$ cat src/rtl/fds_pkg.sv
package fds_pkg;

    typedef enum logic [2:0] {
        ST_OFF,
        ST_SPEED,
        ST_DIGIT,
        ST_GAP,
        ST_PAUSE
    } seq_state_e;

    localparam int BCD_W = 4;
    localparam int SEG_W = 7;

    typedef logic [BCD_W-1:0] bcd_t;
    typedef logic [SEG_W-1:0] seg_t;

endpackage

$ cat src/rtl/fds_seg_encoder.sv
module fds_seg_encoder
    import fds_pkg::*;
(
    input  logic en,
    input  bcd_t value,
    output seg_t seg
);

    function automatic seg_t glyph(input bcd_t v);
        seg_t g;
        unique case (v)
            4'd0:    g = 7'h3F;
            4'd1:    g = 7'h06;
            4'd2:    g = 7'h5B;
            4'd3:    g = 7'h4F;
            4'd4:    g = 7'h66;
            4'd5:    g = 7'h6D;
            4'd6:    g = 7'h7D;
            4'd7:    g = 7'h07;
            4'd8:    g = 7'h7F;
            4'd9:    g = 7'h6F;
            default: g = '0;
        endcase
        return g;
    endfunction

    always_comb begin
        seg = en ? glyph(value) : '0;
    end

endmodule

$ cat src/rtl/fds_digit_pick.sv
module fds_digit_pick
    import fds_pkg::*;
#(
    parameter int NDIG  = 5,
    parameter int IDX_W = 2
) (
    input  logic [NDIG*BCD_W-1:0] word,
    input  logic                  coarse,
    input  logic [IDX_W-1:0]      idx,
    output bcd_t                  digit
);

    localparam int COARSE_TOP = NDIG - 1;
    localparam int FINE_TOP   = NDIG - 3;
    localparam int POS_W      = $clog2(NDIG + 1);

    bcd_t             lane [NDIG];
    logic [POS_W-1:0] pos;

    for (genvar g = 0; g < NDIG; g++) begin : g_lane
        assign lane[g] = word[g*BCD_W +: BCD_W];
    end

    always_comb begin
        pos = coarse ? POS_W'(COARSE_TOP) : POS_W'(FINE_TOP);
        pos = pos - POS_W'(idx);
        digit = '0;
        for (int k = 0; k < NDIG; k++) begin
            if (pos == POS_W'(k)) digit = lane[k];
        end
    end

endmodule

$ cat src/rtl/fds_tick_timer.sv
module fds_tick_timer
    import fds_pkg::*;
#(
    parameter int ON_TICKS    = 2,
    parameter int GAP_TICKS   = 1,
    parameter int PAUSE_TICKS = 20
) (
    input  logic       clk,
    input  logic       rst_n,
    input  seq_state_e phase,
    input  logic       clear,
    input  logic       tick,
    output logic       expire
);

    localparam int MAXT = (PAUSE_TICKS > ON_TICKS) ?
                          ((PAUSE_TICKS > GAP_TICKS) ? PAUSE_TICKS : GAP_TICKS) :
                          ((ON_TICKS > GAP_TICKS) ? ON_TICKS : GAP_TICKS);
    localparam int CW = $clog2(MAXT + 1);

    logic [CW-1:0] cnt;
    logic [CW-1:0] limit;

    always_comb begin
        unique case (phase)
            ST_DIGIT: limit = CW'(ON_TICKS);
            ST_GAP:   limit = CW'(GAP_TICKS);
            ST_PAUSE: limit = CW'(PAUSE_TICKS);
            default:  limit = CW'(MAXT);
        endcase
        expire = tick && (cnt == limit - CW'(1));
    end

    always_ff @(posedge clk or negedge rst_n) begin
        if (!rst_n) begin
            cnt <= '0;
        end else if (clear) begin
            cnt <= '0;
        end else if (tick) begin
            cnt <= expire ? '0 : cnt + CW'(1);
        end
    end

    // interval count never passes the active limit
    p_cnt_bound_r5: assert property (@(posedge clk) disable iff (!rst_n)
        (phase inside {ST_DIGIT, ST_GAP, ST_PAUSE}) |-> (cnt < limit));

endmodule

$ cat src/rtl/flash_digit_seq.sv
module flash_digit_seq
    import fds_pkg::*;
#(
    parameter int ON_TICKS    = 2,
    parameter int GAP_TICKS   = 1,
    parameter int PAUSE_TICKS = 20,
    parameter int NDIG        = 5,
    parameter int SPEED_W     = 3,
    parameter int COARSE_MIN  = 4
) (
    input  logic                    clk,
    input  logic                    rst_n,
    input  logic                    tick,
    input  logic                    disp_en,
    input  logic                    btn_up,
    input  logic                    btn_down,
    input  logic                    btn_speed,
    input  logic [SPEED_W-1:0]      speed_idx,
    input  logic [NDIG*BCD_W-1:0]   freq_bcd,
    output logic [SEG_W-1:0]        seg,
    output logic                    blank
);

    localparam int NSHOW    = 3;
    localparam int IDX_W    = $clog2(NSHOW);
    localparam logic [IDX_W-1:0] LAST_IDX = IDX_W'(NSHOW - 1);

    seq_state_e               st, nxt;
    logic [IDX_W-1:0]         idx, idx_nxt;
    logic [NDIG*BCD_W-1:0]    lat_freq;
    logic                     lat_coarse;
    logic                     tune_prev;
    logic                     tune_now;
    logic                     release_ev;
    logic                     start;
    logic                     expire;
    logic                     tmr_clear;
    bcd_t                     pick;
    bcd_t                     show_val;
    logic                     show_on;

    assign tune_now   = btn_up | btn_down;
    assign release_ev = tune_prev & ~tune_now;

    // next-state logic
    always_comb begin
        nxt     = st;
        idx_nxt = idx;
        start   = 1'b0;
        if (!disp_en) begin
            nxt = ST_OFF;
        end else if (btn_speed) begin
            nxt = ST_SPEED;
        end else begin
            unique case (st)
                ST_OFF, ST_SPEED: start = 1'b1;
                ST_DIGIT: begin
                    if (expire) nxt = (idx == LAST_IDX) ? ST_PAUSE : ST_GAP;
                end
                ST_GAP: begin
                    if (expire) begin
                        nxt     = ST_DIGIT;
                        idx_nxt = idx + IDX_W'(1);
                    end
                end
                ST_PAUSE: begin
                    if (expire || release_ev) start = 1'b1;
                end
                default: nxt = ST_OFF;
            endcase
        end
        if (start) begin
            nxt     = ST_DIGIT;
            idx_nxt = '0;
        end
    end

    assign tmr_clear = start || (nxt != st);

    // state register and capture
    always_ff @(posedge clk or negedge rst_n) begin
        if (!rst_n) begin
            st         <= ST_OFF;
            idx        <= '0;
            lat_freq   <= '0;
            lat_coarse <= 1'b0;
            tune_prev  <= 1'b0;
        end else begin
            st        <= nxt;
            idx       <= idx_nxt;
            tune_prev <= tune_now;
            if (start) begin
                lat_freq   <= freq_bcd;
                lat_coarse <= (speed_idx >= SPEED_W'(COARSE_MIN));
            end
        end
    end

    fds_tick_timer #(
        .ON_TICKS    (ON_TICKS),
        .GAP_TICKS   (GAP_TICKS),
        .PAUSE_TICKS (PAUSE_TICKS)
    ) u_timer (
        .clk    (clk),
        .rst_n  (rst_n),
        .phase  (st),
        .clear  (tmr_clear),
        .tick   (tick),
        .expire (expire)
    );

    fds_digit_pick #(
        .NDIG  (NDIG),
        .IDX_W (IDX_W)
    ) u_pick (
        .word   (lat_freq),
        .coarse (lat_coarse),
        .idx    (idx),
        .digit  (pick)
    );

    // output selection
    always_comb begin
        show_val = '0;
        show_on  = 1'b0;
        unique case (st)
            ST_DIGIT: begin
                show_val = pick;
                show_on  = 1'b1;
            end
            ST_SPEED: begin
                show_val = BCD_W'(speed_idx);
                show_on  = 1'b1;
            end
            default: begin
                show_val = '0;
                show_on  = 1'b0;
            end
        endcase
        blank = ~show_on;
    end

    fds_seg_encoder u_enc (
        .en    (show_on),
        .value (show_val),
        .seg   (seg)
    );

    p_off_blank_r8: assert property (@(posedge clk) disable iff (!rst_n)
        !disp_en |=> (blank && seg == '0));

    p_speed_show_r7: assert property (@(posedge clk) disable iff (!rst_n)
        (disp_en && btn_speed) |=> (!blank && st == ST_SPEED));

    p_release_restart_r6: assert property (@(posedge clk) disable iff (!rst_n)
        (st == ST_PAUSE && disp_en && !btn_speed && release_ev)
        |=> (st == ST_DIGIT && idx == '0));

    p_capture_hold_r9: assert property (@(posedge clk) disable iff (!rst_n)
        (disp_en && !btn_speed && !start && st inside {ST_DIGIT, ST_GAP, ST_PAUSE})
        |=> ($stable(lat_freq) && $stable(lat_coarse)));

    p_gap_advance_r5: assert property (@(posedge clk) disable iff (!rst_n)
        (st == ST_GAP && expire && disp_en && !btn_speed)
        |=> (st == ST_DIGIT && idx == IDX_W'($past(idx) + IDX_W'(1))));

    p_idx_range_r5: assert property (@(posedge clk) disable iff (!rst_n)
        idx <= LAST_IDX);

endmodule

$ cat config.mk
export PLATFORM = sky130hd
export DESIGN_NAME = flash_digit_seq
export DESIGN_NICKNAME = d
export VERILOG_FILES = /design/src/rtl/fds_pkg.sv /design/src/rtl/fds_seg_encoder.sv /design/src/rtl/fds_digit_pick.sv /design/src/rtl/fds_tick_timer.sv /design/src/rtl/flash_digit_seq.sv
export SDC_FILE = /design/constraint.sdc
export NUM_CORES = 1
export LEC_CHECK = 0
export ABC_CLOCK_PERIOD_IN_PS = 3200
export BUFFER_PORTS_ARGS = -buffer_cell sky130_fd_sc_hd__buf_2
export CORE_ASPECT_RATIO = 0.8
export CORE_MARGIN = 4
export CORE_UTILIZATION = 40
export DETAILED_ROUTE_END_ITERATION = 12
export PLACE_DENSITY = 0.68
export SYNTH_ARGS = -nofsm -noshare
export SYNTH_HDL_FRONTEND = slang
export SYNTH_SLANG_ARGS = --single-unit
$ cat constraint.sdc
create_clock -name clk -period 3.2 [get_ports clk]
set_input_delay 0.32 -clock clk [delete_from_list [all_inputs] [get_ports clk]]
set_output_delay 0.32 -clock clk [all_outputs]
set_load 0.1 [all_outputs]
==> results.yml <==
sta:
  finalSetupViolations: 0
  drv_slew: 0
  relSlewSlack_pct: 49.6
  worst_slew_pin_slew_ps: 756
  fmax_mhz: 324
  fin_skew_ps: 6.87
  fin_crit_ps: 3090
  period_share_pct: 96.5
  hold_viol: 0
  setup_tns_ps: 0
yosys:
  yosysTopAreaCellShare_pct: 35.8
  synth_common_cells: "32 x dfrtp_1, 16 x nor2_1, 14 x mux2_2"
  ys_warn_count: 0
  seq_area_frac_synth_pct: 35.8
  synth-edff-count: 0
  yosys.area.top_type: "dfrtp_1"
  synth.avg_cell_area_um2: 10.4
  syn_nets: 255
  synthCells: 215
  synth_flop_cell: "dfrtp_1"
  ys_seq_elements: 32
  ys_async_sr_fraction_pct: 100
  ys_types: 48
  synth.cell_area_um2: 2230
  synth.most_common_cell: "dfrtp_1"
  ys_top_cells_by_area: "dfrtp_1 36%, mux2_4 8.1%, mux2_2 7.1%, ha_1 5.6%, nor2_1 2.7%"
cts:
  insertion_delay_ps: 290
  ctsHoldBuffers: 0
  clk_path_buf_depth: 2
  cts_root_buf: "clkbuf_8"
  cts.reportedPaths.clkPinSlew_ps: 70
  clock_sinks: 32
  htree_levels: 2
  cts_tree: "yes"
  cts_inserted_buffers: 5
flow_run:
  maxCapViolations: 0
setup_path:
  path_class: "reg2out"
  arrival_ps: 2770
  path_cells: "inv_1 > ha_4 > nand3b_1 > o21ai_0 > a21oi_2 > nor2_2 > inv_1 > ha_1 > mux2_2 > a21oi_4 > buf_12"
  slowest_delay_ps: 380
  crit_path_top_delay_cell: "dfrtp_1"
  crit_path_end_kind: "output port"
  crit_top_cell: "inv_1"
  cp-start-kind: "flop"
  critPathRequiredTime_ps: 2880
  cp_max_fo: 6
pwr:
  power.leakage_nw: 1.24
  p_int_w: 0.000921
  ir_drop_uv: 227
  powerDensity_nw_per_um2: 523
  power_frac_seq_pct: 33.8
  p_clk_share_pct: 22.2
  netSwitchingPower_w: 0.000570
  combPwrFrac_pct: 43.9
  netSwitchingFraction_pct: 38.2
floorplan:
  io_pins: 38
  start_util_pct: 41.1
  die-width_um: 91.6
  die_h_um: 74.9
  die_area_um2: 6850
  rows: 24
  coreArea_um2: 5440
route:
  wl_per_cell_um: 15.0
  drc_errors: 0
  dr.pass1.iters: 5
  wl_um: 5080
  ant_nets: 0
  initialDrtViolationCount: 136
  viasPerCell: 5.12
  vias: 1730
place:
  gp_congestion: 0.832
  io_buffers: 37
  place_hpwl_um: 3760
grt:
  antenna_found_initial: 0
  gr-total-overflow: 0
  grt_usage_pct: 15.2
  grt_start_max_net_pins: 33
  grt_pass1_vias: 1712
  grt_pass1_wl_um: 8220
final_layout:
  fill_cells: 479
  num_antenna_cells: 0
  drive_above_1_share_pct: 41.9
  area_delta_synth_final_pct: 27.5
  final_util_pct: 52.4
  nets: 299
hold_path:
  hp-class: "in2async"
status:
  status: "completed"
[power groups by stage]
stage / Clock (W) / Combinational [W] / Sequential (W)
floorplan: 0 / 0.000461 / 0.000489
global placement: 0 / 0.000618 / 0.000510
detailed placement: 0 / 0.000626 / 0.000511
CTS: 0.000341 / 0.000633 / 0.000504
global route: 0.000361 / 0.000694 / 0.000512
finish: 0.000331 / 0.000655 / 0.000504
[sequential cells by signal, indices dropped and copies added, names as in the netlist]
register	flops
lat_freq	20
tune_prev	1
idx	2
u_timer.cnt	5
lat_coarse	1
st	3
[logic make-up (layout without fill, tap and decap cells)]
logic type	Yosys count	count (layout)	synth area share (%)
and+or+nand+nor	66	66	17.6
AOI/OAI and AO/OA	42	42	13.9
DFF	32	32	35.8
muxes	29	29	16.5
buffers and inverters	24	69	5.94
xor gates and xnor gates	12	12	4.70
adders and majority gates	10	10	5.60
[layout by cell type, fill, tap and decap left out, types with 3 or more instances in the layout]
master,instances
nand2b_1,5
nor3_1,4
a21oi_4,5
nand2_1,12
ha_1,9
nor2_1,14
inv_1,10
a21boi_0,3
xor2_1,6
buf_2,30
o21ai_0,8
clkbuf_8,6
nand4_1,5
buf_12,8
nor3b_2,3
mux2i_1,3
xnor2_1,5
nand3_1,4
dfrtp_1,31
mux2_4,12
buf_4,12
a21oi_1,5
mux2_2,14
nor3b_1,3
[through the flow]
step | hold slack, ps | total power [W] | area, um2 | cells | setup slack (ps)
3_5_place_dp | 441 | 0.00114 | 2690 | 327 | 210
4_1_cts | 127 | 0.00148 | 2790 | 335 | 29.7
6_report | 95.8 | 0.00149 | 2850 | 338 | 113
2_1_floorplan | 24.4 | 0.000949 | 2300 | 215 | -59.3
5_1_grt | 158 | 0.00157 | 2850 | 338 | -17.6
3_3_place_gp | 430 | 0.00113 | 2690 | 327 | 279
[layout make-up]
cell class	count	area [um2]	share of cell area, %
Multi-Input combinational cell	159	1410	49.6
Sequential cell	32	802	28.2
Timing Repair Buffer	50	400	14.1
Tap cell	78	97.6	3.43
Clock buffer	7	86.3	3.03
Inverter	11	41.3	1.45
Clock inverter	1	7.51	0.264
[worst max-delay path, delay by kind of cell, from the launching register on]
family	cells	cell delay (ps)
buf+inv	3	360
mux	1	300
compound gates	3	490
simple gates	2	310
fa+ha+maj	2	630
flops	1	380
[final timing paths]
check                             start        endpoint  depth (start not counted)  slack, ps
max in group asynchronous         rst_n          idx[0]                          1       2570
max                              idx[1]          seg[3]                         11        110
max reg2reg                       st[1]     lat_freq[0]                          9        350
min                               rst_n  u_timer.cnt[0]                          1        100
min in group clk           freq_bcd[19]    lat_freq[19]                          3        230
min reg2reg                 lat_freq[4]     lat_freq[4]                          1        520
[layer usage]
metal	track usage (%)	vias up	wire, um
met4	5.52	0	74
met3	2.80	7	228
met5	0	-	0
met2	23.2	46	2240
li1	-	854	-
met1	21.7	823	2530
[timing repair]
item                                    CTS  global route
resized for setup                         4             7
endpoints found under the hold margin     0             0
gates cloned                              0             0
setup buffers                             0             3
pin swaps                                 0             4
endpoints found under the setup margin    2             6
(Power assumes the default switching activity.)
